`src/rtl/spg_pkg.sv`:
```
package spg_pkg;

    localparam int SEQ_W     = 6;
    localparam int BYTE_W    = 8;
    localparam int HEAD_BITS = 2;   // status bits that share the byte with the sequence number

    typedef enum logic [1:0] {
        MODE_OFF      = 2'b00,
        MODE_ONCE     = 2'b01,
        MODE_AUTO     = 2'b10,
        MODE_AUTO_NOW = 2'b11
    } spg_mode_e;

    typedef struct packed {
        spg_mode_e          mode;
        logic [SEQ_W-1:0]   seq;
    } spg_ctl_t;

    // total bytes on the bus for one packet, address byte included
    function automatic int pkt_len(input int payload_w);
        return (payload_w > HEAD_BITS) ? 2 + (payload_w - HEAD_BITS + BYTE_W - 1) / BYTE_W : 2;
    endfunction

    function automatic logic auto_on(input spg_mode_e m);
        return m[1];
    endfunction

    function automatic logic send_now(input spg_mode_e m);
        return m[0];
    endfunction

endpackage

```
`src/rtl/spg_trigger.sv`:
```
module spg_trigger
    import spg_pkg::*;
#(
    parameter int PAYLOAD_W = 26
) (
    input  logic                 clk,
    input  logic                 rst,
    input  logic                 ctl_we,
    input  logic [BYTE_W-1:0]    ctl_wd,
    input  logic [PAYLOAD_W-1:0] status_in,
    input  logic                 accept,
    output logic                 pending,
    output logic [SEQ_W-1:0]     seq
);

    spg_ctl_t               ctl_q;
    spg_ctl_t               ctl_in;
    logic [PAYLOAD_W-1:0]   prev_q;
    logic                   pend_q;
    logic                   pend_d;
    logic                   changed;

    assign ctl_in  = spg_ctl_t'(ctl_wd);
    assign changed = (status_in != prev_q);

    // later assignments take priority: control write over change over accept
    always_comb begin
        pend_d = pend_q;
        if (accept)
            pend_d = 1'b0;
        if (auto_on(ctl_q.mode) && changed)
            pend_d = 1'b1;
        if (ctl_we) begin
            if (ctl_in.mode == MODE_OFF)
                pend_d = 1'b0;
            else if (send_now(ctl_in.mode))
                pend_d = 1'b1;
        end
    end

    always_ff @(posedge clk) begin
        if (rst) begin
            ctl_q  <= '{mode: MODE_OFF, seq: '0};
            prev_q <= '0;
            pend_q <= 1'b0;
        end else begin
            if (ctl_we)
                ctl_q <= ctl_in;
            prev_q <= status_in;
            pend_q <= pend_d;
        end
    end

    assign pending = pend_q;
    assign seq     = ctl_q.seq;

endmodule

```
`src/rtl/spg_serializer.sv`:
```
module spg_serializer
    import spg_pkg::*;
#(
    parameter int              PAYLOAD_W = 26,
    parameter logic [7:0]      REG_ADDR  = 8'h3C
) (
    input  logic                 clk,
    input  logic                 rst,
    input  logic                 pending,
    input  logic [SEQ_W-1:0]     seq,
    input  logic [PAYLOAD_W-1:0] status_in,
    input  logic                 start,
    output logic                 accept,
    output logic                 req,
    output logic [BYTE_W-1:0]    bus
);

    localparam int NBYTES = pkt_len(PAYLOAD_W);
    localparam int IDX_W  = $clog2(NBYTES);
    localparam int PADW   = HEAD_BITS + BYTE_W * (NBYTES - 2);
    localparam logic [IDX_W-1:0] LAST = IDX_W'(NBYTES - 1);

    logic                   busy_q;
    logic [IDX_W-1:0]       idx_q;
    logic [PAYLOAD_W-1:0]   snap_q;
    logic [SEQ_W-1:0]       seq_q;
    logic [PADW-1:0]        padded;
    logic [BYTE_W-1:0]      lane [NBYTES];

    assign padded = PADW'(snap_q);

    generate
        for (genvar k = 0; k < NBYTES; k++) begin : g_lane
            if (k == 0) begin : g_addr
                assign lane[k] = REG_ADDR;
            end else if (k == 1) begin : g_head
                assign lane[k] = {seq_q, padded[HEAD_BITS-1:0]};
            end else begin : g_body
                assign lane[k] = padded[BYTE_W*k - 14 +: BYTE_W];
            end
        end
    endgenerate

    assign req    = pending && !busy_q;
    assign accept = req && start;

    always_ff @(posedge clk) begin
        if (rst) begin
            busy_q <= 1'b0;
            idx_q  <= '0;
            snap_q <= '0;
            seq_q  <= '0;
        end else if (accept) begin
            busy_q <= 1'b1;
            idx_q  <= IDX_W'(1);
            snap_q <= status_in;
            seq_q  <= seq;
        end else if (busy_q) begin
            if (idx_q == LAST) begin
                busy_q <= 1'b0;
                idx_q  <= '0;
            end else begin
                idx_q  <= idx_q + IDX_W'(1);
            end
        end
    end

    always_comb begin
        if (req)
            bus = lane[0];
        else if (busy_q)
            bus = lane[idx_q];
        else
            bus = '0;
    end

endmodule

```
`src/rtl/status_packetizer.sv`:
```
module status_packetizer
    import spg_pkg::*;
#(
    parameter int         PAYLOAD_W = 26,
    parameter logic [7:0] REG_ADDR  = 8'h3C
) (
    input  logic                 clk,
    input  logic                 rst,
    input  logic                 ctl_we,
    input  logic [7:0]           ctl_wd,
    input  logic [PAYLOAD_W-1:0] status_in,
    output logic [7:0]           pkt_byte,
    output logic                 pkt_req,
    input  logic                 pkt_start
);

    logic               pending;
    logic               accept;
    logic [SEQ_W-1:0]   seq;

    spg_trigger #(
        .PAYLOAD_W (PAYLOAD_W)
    ) u_trigger (
        .clk       (clk),
        .rst       (rst),
        .ctl_we    (ctl_we),
        .ctl_wd    (ctl_wd),
        .status_in (status_in),
        .accept    (accept),
        .pending   (pending),
        .seq       (seq)
    );

    spg_serializer #(
        .PAYLOAD_W (PAYLOAD_W),
        .REG_ADDR  (REG_ADDR)
    ) u_serializer (
        .clk       (clk),
        .rst       (rst),
        .pending   (pending),
        .seq       (seq),
        .status_in (status_in),
        .start     (pkt_start),
        .accept    (accept),
        .req       (pkt_req),
        .bus       (pkt_byte)
    );

endmodule

```
`config.mk`:
```
export PLATFORM = sky130hd
export DESIGN_NAME = status_packetizer
export DESIGN_NICKNAME = d
export VERILOG_FILES = /design/src/rtl/spg_pkg.sv /design/src/rtl/spg_trigger.sv /design/src/rtl/spg_serializer.sv /design/src/rtl/status_packetizer.sv
export SDC_FILE = /design/constraint.sdc
export NUM_CORES = 1
export LEC_CHECK = 0
export BUFFER_PORTS_ARGS = -buffer_cell sky130_fd_sc_hd__buf_2
export CELL_PAD_IN_SITES_DETAIL_PLACEMENT = 1
export CELL_PAD_IN_SITES_GLOBAL_PLACEMENT = 1
export CORE_MARGIN = 4
export CORE_UTILIZATION = 43
export DETAILED_ROUTE_END_ITERATION = 10
export PLACE_DENSITY = 0.82
export SLEW_MARGIN = 20
export SYNTH_ARGS = -nofsm -noshare
export SYNTH_HDL_FRONTEND = slang
export SYNTH_SLANG_ARGS = --single-unit
export TNS_END_PERCENT = 100
```
`constraint.sdc`:
```
create_clock -name clk -period 1.95 [get_ports clk]
set_clock_uncertainty 0.1 [all_clocks]
set_input_delay 0.39 -clock clk [delete_from_list [all_inputs] [get_ports clk]]
set_output_delay 0.39 -clock clk [all_outputs]
set_load 0.005 [all_outputs]
```
==> results of run 1 <==
==> routing by layer <==
layer  GRT usage  wire (um)  up-vias  part of all wire
met5           0          0        -                 0
met4      0.0636        142        0             0.019
met3      0.0581        272       11             0.037
met2       0.340       3670       44              0.50
met1       0.236       3250     1091              0.44
li1            -          -     1081                 -
==> per-stage QoR <==
| step | setup TNS (ps) | hold WS, ps | instances | power, mW | worst slack (ps) |
|---|---|---|---|---|---|
| 2_1_floorplan | 0 | 325 | 281 | 1.88 | 231 |
| 4_1_cts | -1220 | 170 | 419 | 3.09 | -182 |
| 5_1_grt | -1910 | 202 | 419 | 3.21 | -284 |
| 6_report | -1340 | 181 | 419 | 3.07 | -220 |
| 3_5_place_dp | 0 | 353 | 400 | 2.03 | 21.3 |
| 3_3_place_gp | 0 | 337 | 400 | 2.01 | 68.7 |
==> registers in the layout (all words and copies together), names as in the netlist <==
| signal | count |
|---|---|
| u_serializer.padded | 26 |
| u_trigger.prev_q | 26 |
| u_serializer.seq_q | 6 |
| u_trigger.seq | 6 |
| u_serializer.idx_q | 3 |
| u_serializer.busy_q | 1 |
| u_trigger.ctl_q | 1 |
| u_trigger.pending | 1 |
==> cell families after synthesis <==
kind of cell	Yosys count
compound gates	56
xor+xnor	26
fa+ha+maj	2
buf+inv	21
flops	70
mux	16
simple gates	90
==> cells in the mapped netlist (all sizes together) <==
| library cell | count |
|---|---|
| mux2i | 12 |
| a41o | 1 |
| xnor2 | 26 |
| nand4 | 6 |
| ha | 2 |
| a22oi | 4 |
| mux2 | 4 |
| nor2b | 29 |
| a31oi | 3 |
| o21ai | 8 |
| a211o | 3 |
| dfxtp | 70 |
| clkbuf | 5 |
| a21boi | 1 |
| o22a | 25 |
| buf | 12 |
| and3b | 1 |
| and2 | 4 |
| nor3 | 2 |
| o41ai | 1 |
| nor4 | 2 |
| a21oi | 10 |
| nor3b | 2 |
| inv | 4 |
| nand2 | 24 |
| nor2 | 18 |
| nand2b | 1 |
| nand3b | 1 |
==> worst max-delay path, cell delays in order, from the launching register on <==
cell and delay [ps]:
dfxtp_4 390, buf_8 150, nor3b_4 200, buf_6 150, nand2_1 70, o21ai_1 100, and2_1 150, buf_2 110
==> final timing paths <==
check | from | to | slack (ps) | cells after the start
worst max register to register | u_serializer.busy_q | u_serializer.padded[23] | 200 | 4
worst max-delay path | u_serializer.idx_q[1] | pkt_byte[1] | -220 | 7
worst min-delay path | ctl_wd[4] | u_trigger.seq[4] | 180 | 3
worst min register to register | u_trigger.seq[3] | u_serializer.seq_q[3] | 360 | 2
==> cell type report <==
class	count	area, um2
clock inverters	6	48.8
inverters	4	15.0
fillers	724	2900
flip-flops and latches	70	1410
clock buffers	10	128
repair buffers	62	369
well taps	77	96.3
multi-input cells	190	1380
==> where the power goes <==
group	internal, mW	switching [mW]
sequential	1.54	0.0751
combinational	0.216	0.205
clock	0.467	0.573
total	2.22	0.853
==> timing repair <==
action,in CTS,in global routing
setup endpoints to repair,8,8
pin swaps,8,2
buffers inserted,3,1
gates resized for setup,19,10
==> impl_metrics.tcl, run 1 <==
set metrics [dict create \
    rows 29 \
    synthXorXnorAreaFrac 0.0806 \
    outcome "finished, violations left" \
    dr.pass1.iters 4 \
    coreArea_um2 6350 \
    layout.nets 377 \
    synth_top_family_by_area "simple AND/OR/NAND/NOR gates" \
    min_period_ps 2170 \
    worst_setup_path_end_kind "output port" \
    final_common_cell "dfxtp_1" \
    synthCells 281 \
    antenna_cells 0 \
    syn-cell-area_um2 2830 \
    grtUsageTotal 0.197 \
    drv_cap 0 \
    path_class "reg2out" \
    dieHeight_um 89.1 \
    worst_slew_pin_slew_ps 631 \
    layout_common_cells "dfxtp_1 (67), buf_2 (46), nor2b_1 (28)" \
    cts_root_buffer "clkbuf_8" \
    gp_congestion 0.779 \
    cts_tree "built" \
    start_util 0.445 \
    crit_path_max_fanout 7 \
    yosys_warnings 0 \
    rsz0062_at_grt "yes" \
    setup_viol 8 \
    finalHoldViolations 0 \
    setup_slack_ps -220 \
    cp.arrival_ps 1680 \
    wirelength_mm 7.34 \
    die_w_um 89.1 \
    clockBufferDepth 2 \
    placedInstanceArea_um2 3160 \
    hpwl_mm 5.15 \
    slew-limit-headroom 0.579 \
    muxShareOfSynthArea 0.0585 \
    cp-start-kind "flip-flop" \
    numCtsBuffers 9 \
    avgViaCountPerCell 5.32 \
    yosysUniqueCellTypes 33 \
    fmax_mhz 461 \
    yosys.area_share.adder 0.00886 \
    synth_compound_area_frac 0.152 \
    antenna_found_initial 0 \
    syn_area_per_cell_um2 10.1 \
    irDropWorstVdd_mv 0.512 \
    overflow 0 \
    insertion_delay_ps 350 \
    drc 0 \
    post-route-period-util 1.11 \
    violations "setup timing" \
    grt_first_pass_wirelength_mm 11.7 \
    grt_max_degree 27 \
    postLayoutCoreUtil 0.543 \
    yosysTopAreaCell "dfxtp_1" \
    drive_gt1_frac 0.281 \
    synth_area_leaders "dfxtp_1 (50%), xnor2_1 (8.1%), o22a_1 (7.8%)" \
    grt_pass1_vias 2402 \
    p_leak_nw 1.48 \
    vias 2227 \
    yosysSeqAreaShare 0.496 \
    first_iter_violations 88 \
    area_growth_pct 22.1 \
    pin_count 47 \
    clk_pin_slew_ps 80 \
    worst_ep_required_time_ps 1460 \
    port_buffers 46 \
    drv_slew 0 \
    p_per_area_nw_per_um2 891 \
    wl_per_cell_um 17.5 \
    synth-seq-cells 70 \
    synth-simple-area-share 0.168 \
    syn_nets 321 \
    ant_nets 0 \
    design_area_um2 3450 \
    cts_num_sinks 70 \
    yosysTopAreaCellShare 0.496 \
    hold_path.class "in2reg" \
    cts_hold_buf 0 \
    die_area_um2 7930 \
    h-tree-depth 3 \
]
(Power assumes the default switching activity.)
==> run 2, diff against run 1 <==
CELL_PAD_IN_SITES_DETAIL_PLACEMENT = 0   (was 1)
CELL_PAD_IN_SITES_GLOBAL_PLACEMENT = 2   (was 1)
CORE_UTILIZATION = 35   (was 43)
==> run 2 against run 1 <==
Against the previous run: the flow still finishes with violations (setup timing); hold slack about the same; flip-flop and latch count is the same; total power up 7.9%; final area up 2.8%; register-to-register slack improved by 80 ps; final cell count rose by 5.7%; wire length is 12% lower; combinational power about the same; clock-buffer cell count rose by 2; critical path type unchanged; critical endpoint is now pkt_byte[3].
==> impl_metrics.tcl, run 2 (synthesis results as in run 1) <==
set metrics [dict create \
    ant_nets 0 \
    gp_congestion 0.792 \
    r2r-start "u_serializer.busy_q" \
    grt_max_degree 27 \
    design_area_um2 3540 \
    numCtsBuffers 9 \
    layout.nets 377 \
    regToRegEndpoint "u_trigger.pending" \
    fmax_mhz 480 \
    stdcell_count 443 \
    p_per_area_nw_per_um2 936 \
    dp.cells 427 \
    setup_slack_ps -133 \
    cts_tree "built" \
    min_period_ps 2080 \
    drc 0 \
    hpwl_mm 4.84 \
    cpPeakStageDelay_ps 380 \
    p_leak_nw 1.51 \
    cp.arrival_ps 1590 \
    violations "setup timing" \
    vias 2101 \
    final_common_cell "dfxtp_1" \
    clockBufferDepth 2 \
    drv_slew 0 \
    path_cells "buf_6 -> nor3b_4 -> buf_6 -> nand2_2 -> a31oi_4 -> buf_2" \
    layout_common_cells "dfxtp_1 (68), buf_2 (46), nor2b_1 (28)" \
    path_class "reg2out" \
    worst_ep_required_time_ps 1460 \
    startpoint "u_serializer.idx_q[1]" \
    insertion_delay_ps 340 \
    antenna_found_initial 0 \
    placedInstanceArea_um2 3210 \
    cts_root_buffer "clkbuf_8" \
    worst_slew_pin_slew_ps 586 \
    h-tree-depth 3 \
    finalHoldViolations 0 \
    overflow 0 \
    irDropWorstVdd_mv 0.357 \
    grt_pass1_vias 2177 \
    post-route-period-util 1.07 \
    slew-limit-headroom 0.608 \
    wl_per_cell_um 14.6 \
    die_area_um2 9570 \
    hold_path.class "in2reg" \
    coreArea_um2 7810 \
    cp-start-kind "flip-flop" \
    antenna_cells 0 \
    drive_gt1_frac 0.287 \
    p_total_mw 3.32 \
    place_ws_ps 63.9 \
    postLayoutCoreUtil 0.454 \
    grtUsageTotal 0.145 \
    area_growth_pct 25.4 \
    setup_viol 8 \
    dr.pass1.iters 4 \
    hold_slack_ps 181 \
    crit_top_cell "buf_6" \
    grt_first_pass_wirelength_mm 10.9 \
    crit_path_top_delay_cell "dfxtp_4" \
    die_w_um 97.8 \
    port_buffers 46 \
    setup.worst_path.end "pkt_byte[3]" \
    dieHeight_um 97.8 \
    cts_num_sinks 70 \
    avgViaCountPerCell 4.74 \
    pin_count 47 \
    crit_path_max_fanout 7 \
    outcome "finished, violations left" \
    rows 32 \
    rr_worst_depth 5 \
    start_util 0.362 \
    rsz0062_at_grt "yes" \
    worst_setup_path_end_kind "output port" \
    clk_pin_slew_ps 70 \
    first_iter_violations 99 \
    wirelength_mm 6.46 \
    rrSetupSlack_ps 280 \
    fin_setup_tns_ps -759 \
    cts_hold_buf 0 \
    drv_cap 0 \
]
## run 2: cell count changes in the layout (fill, tap and decap cells not counted), sizes merged
cell,before,now
clkbuf,10,12
clkinvlp,3,1
clkinv,3,0
bufinv,0,2
## run 2: area by class of cell
class	instances	area, um2
fill	783	4260
sequential	70	1410
multi-input combinational	190	1400
timing repair buffer	62	369
clock buffer	12	155
tap	102	128
clock inverter	3	67.6
inverter	4	15.0
## run 2: power breakdown
part / total [mW] / switching (mW) / internal (mW)
Sequential: 1.60 / 0.0635 / 1.54
Combinational: 0.418 / 0.200 / 0.218
Clock: 1.30 / 0.514 / 0.783
Total: 3.32 / 0.777 / 2.54
## run 2: worst min path at each step
stage,from,end,slack [ps],cells past startpoint
floorplan,u_serializer.padded[23],u_serializer.padded[23],320,2
global placement,u_trigger.seq[2],u_serializer.seq_q[2],350,2
detailed placement,u_trigger.seq[5],u_serializer.seq_q[5],350,2
CTS,ctl_wd[3],u_trigger.seq[3],160,3
global route,ctl_wd[2],u_trigger.seq[2],180,3
finish,ctl_wd[4],u_trigger.seq[4],180,3
## run 2: routing by layer
| metal | vias to the layer above | routed length [um] | track usage |
|---|---|---|---|
| met4 | 0 | 113 | 0.0543 |
| met5 | - | 0 | 0 |
| li1 | 1081 | - | - |
| met1 | 978 | 3060 | 0.179 |
| met3 | 11 | 236 | 0.0457 |
| met2 | 31 | 3060 | 0.236 |
## run 2: what timing repair did
action,in CTS,in global routing
setup buffers,1,0
setup endpoints to repair,8,8
pin swaps,10,3
resized for setup,17,13
## run 2: worst max-delay path: cells and delay by family (launching register included)
kind	cells	cell delay, ps
flip-flops	1	380
AND/OR/NAND/NOR	2	240
AO/OA/AOI/OAI	1	190
buffers and inverters	3	440
==> run 3, diff against run 2 <==
CORE_UTILIZATION = 31   (was 35)
PLACE_DENSITY = 0.77   (was 0.82)
clock period = 1.91 ns   (was 1.95 ns; I/O delays follow)
==> run 3 against run 2 <==
Against the previous run: the run still ends with setup timing left; clock power about the same; global-route usage shrank 1.1 points; wire length is 1.5% higher; hold slack got worse by 7.1 ps.
==> impl_metrics.tcl, run 3 (synthesis results as in run 1) <==
set metrics [dict create \
    fin_setup_tns_ps -1230 \
    port_buffers 46 \
    dieHeight_um 103 \
    worst_setup_path_end_kind "output port" \
    grt_pass1_vias 2095 \
    crit_path_top_delay_cell "dfxtp_4" \
    crit_path_max_fanout 7 \
    cp.arrival_ps 1630 \
    seqPwrFrac 0.484 \
    pin_count 47 \
    r2r-start "u_trigger.pending" \
    drc 0 \
    path_buf_inv 2 \
    wl_per_cell_um 14.5 \
    stdcell_count 452 \
    placedInstanceArea_um2 3220 \
    rsz0062_at_grt "yes" \
    cts_root_buffer "clkbuf_8" \
    first_iter_violations 74 \
    dp.cells 434 \
    vias 2108 \
    setup_slack_ps -206 \
    violations "setup timing" \
    path_cells "buf_8 -> mux2i_1 -> a211o_1 -> a31oi_2 -> buf_2" \
    switchingPower_mw 0.821 \
    overflow 0 \
    post-route-period-util 1.11 \
    p_clk_frac 0.389 \
    die_w_um 103 \
    final_common_cell "dfxtp_1" \
    intPower_mw 2.56 \
    combPwrFrac 0.127 \
    drv_cap 0 \
    fmax_mhz 472 \
    cts_tree "built" \
    area_growth_pct 26.4 \
    hold_path.class "in2reg" \
    numCtsBuffers 9 \
    worst_slew_pin_slew_ps 536 \
    clockBufferDepth 2 \
    insertion_delay_ps 340 \
    drive_gt1_frac 0.299 \
    dr.pass1.iters 4 \
    worst_ep_required_time_ps 1430 \
    avgViaCountPerCell 4.66 \
    design_area_um2 3570 \
    grt_max_degree 39 \
    antenna_cells 0 \
    irDropWorstVdd_mv 0.334 \
    path_class "reg2out" \
    outcome "finished, violations left" \
    layout.nets 379 \
    hpwl_mm 4.89 \
    coreArea_um2 8810 \
    start_util 0.321 \
    die_area_um2 10700 \
    nFillCells 882 \
    path_delay_family "compound AO/OA/AOI/OAI gates" \
    setup_viol 8 \
    slew-limit-headroom 0.642 \
    grtUsageTotal 0.134 \
    startpoint "u_serializer.idx_q[1]" \
    gp_congestion 0.763 \
    worstHoldStart "ctl_wd[2]" \
    cts_num_sinks 70 \
    cp-start-kind "flip-flop" \
    finalHoldViolations 0 \
    antenna_found_initial 0 \
    drv_slew 0 \
    clk_pin_slew_ps 70 \
    min_period_ps 2120 \
    h-tree-depth 3 \
    wirelength_mm 6.56 \
    grt_first_pass_wirelength_mm 10.8 \
    ant_nets 0 \
    p_leak_nw 1.52 \
    swShare 0.243 \
    cpPeakStageDelay_ps 380 \
    layout_common_cells "dfxtp_1 (68), buf_2 (46), nor2b_1 (28)" \
    rows 34 \
    p_per_area_nw_per_um2 946 \
]
==> run 3: routing by layer <==
| layer | vias to the layer above | global-route usage | part of all wire |
|---|---|---|---|
| met4 | 0 | 0.0647 | 0.024 |
| li1 | 1093 | - | - |
| met5 | - | 0 | 0 |
| met3 | 14 | 0.0322 | 0.048 |
| met2 | 48 | 0.208 | 0.46 |
| met1 | 953 | 0.175 | 0.47 |
==> run 3: path summary, 6_finish.rpt <==
path | endpoint | slack (ps) | depth (start not counted)
max | pkt_byte[2] | -210 | 5
min | u_trigger.seq[2] | 170 | 3
max reg2reg | u_serializer.padded[13] | 230 | 5
min reg2reg | u_serializer.seq_q[4] | 350 | 2
==> run 3: cell type report <==
class | instances | area, um2 | area share
Inverter | 4 | 15.0 | 0.00420
Clock buffer | 10 | 138 | 0.0385
Multi-Input combinational cell | 190 | 1410 | 0.394
Sequential cell | 70 | 1410 | 0.394
Tap cell | 108 | 135 | 0.0378
Clock inverter | 6 | 85.1 | 0.0238
Timing Repair Buffer | 64 | 384 | 0.108
==> run 3: power groups by stage <==
stage          Sequential, mW  Clock, mW  Combinational, mW
2_1_floorplan            1.65          0              0.271
3_3_place_gp             1.67          0              0.397
3_5_place_dp             1.67          0              0.403
4_1_cts                  1.64       1.35              0.433
5_1_grt                  1.65       1.41              0.476
6_report                 1.64       1.31              0.428
==> run 3: through the flow <==
step	total power, mW	utilization	hold slack (ps)	setup WS, ps
floorplan	1.92	-	325	199
global placement	2.07	0.366	347	31.6
detailed placement	2.07	0.366	347	-17.7
CTS	3.42	0.404	162	-207
global route	3.54	0.406	171	-290
finish	3.38	0.406	174	-206
==> run 3: timing repair <==
item | in CTS | in global routing
hold buffers | 0 | 0
cloned | 0 | 0
pin swaps | 12 | 1
buffers inserted | 2 | 0
setup endpoints to repair | 8 | 8
gates resized for setup | 28 | 5
==> run 3: tightest hold or removal path: stages <==
cell and delay [ps]:
buf_2 70, mux2i_1 50, nor2_1 70
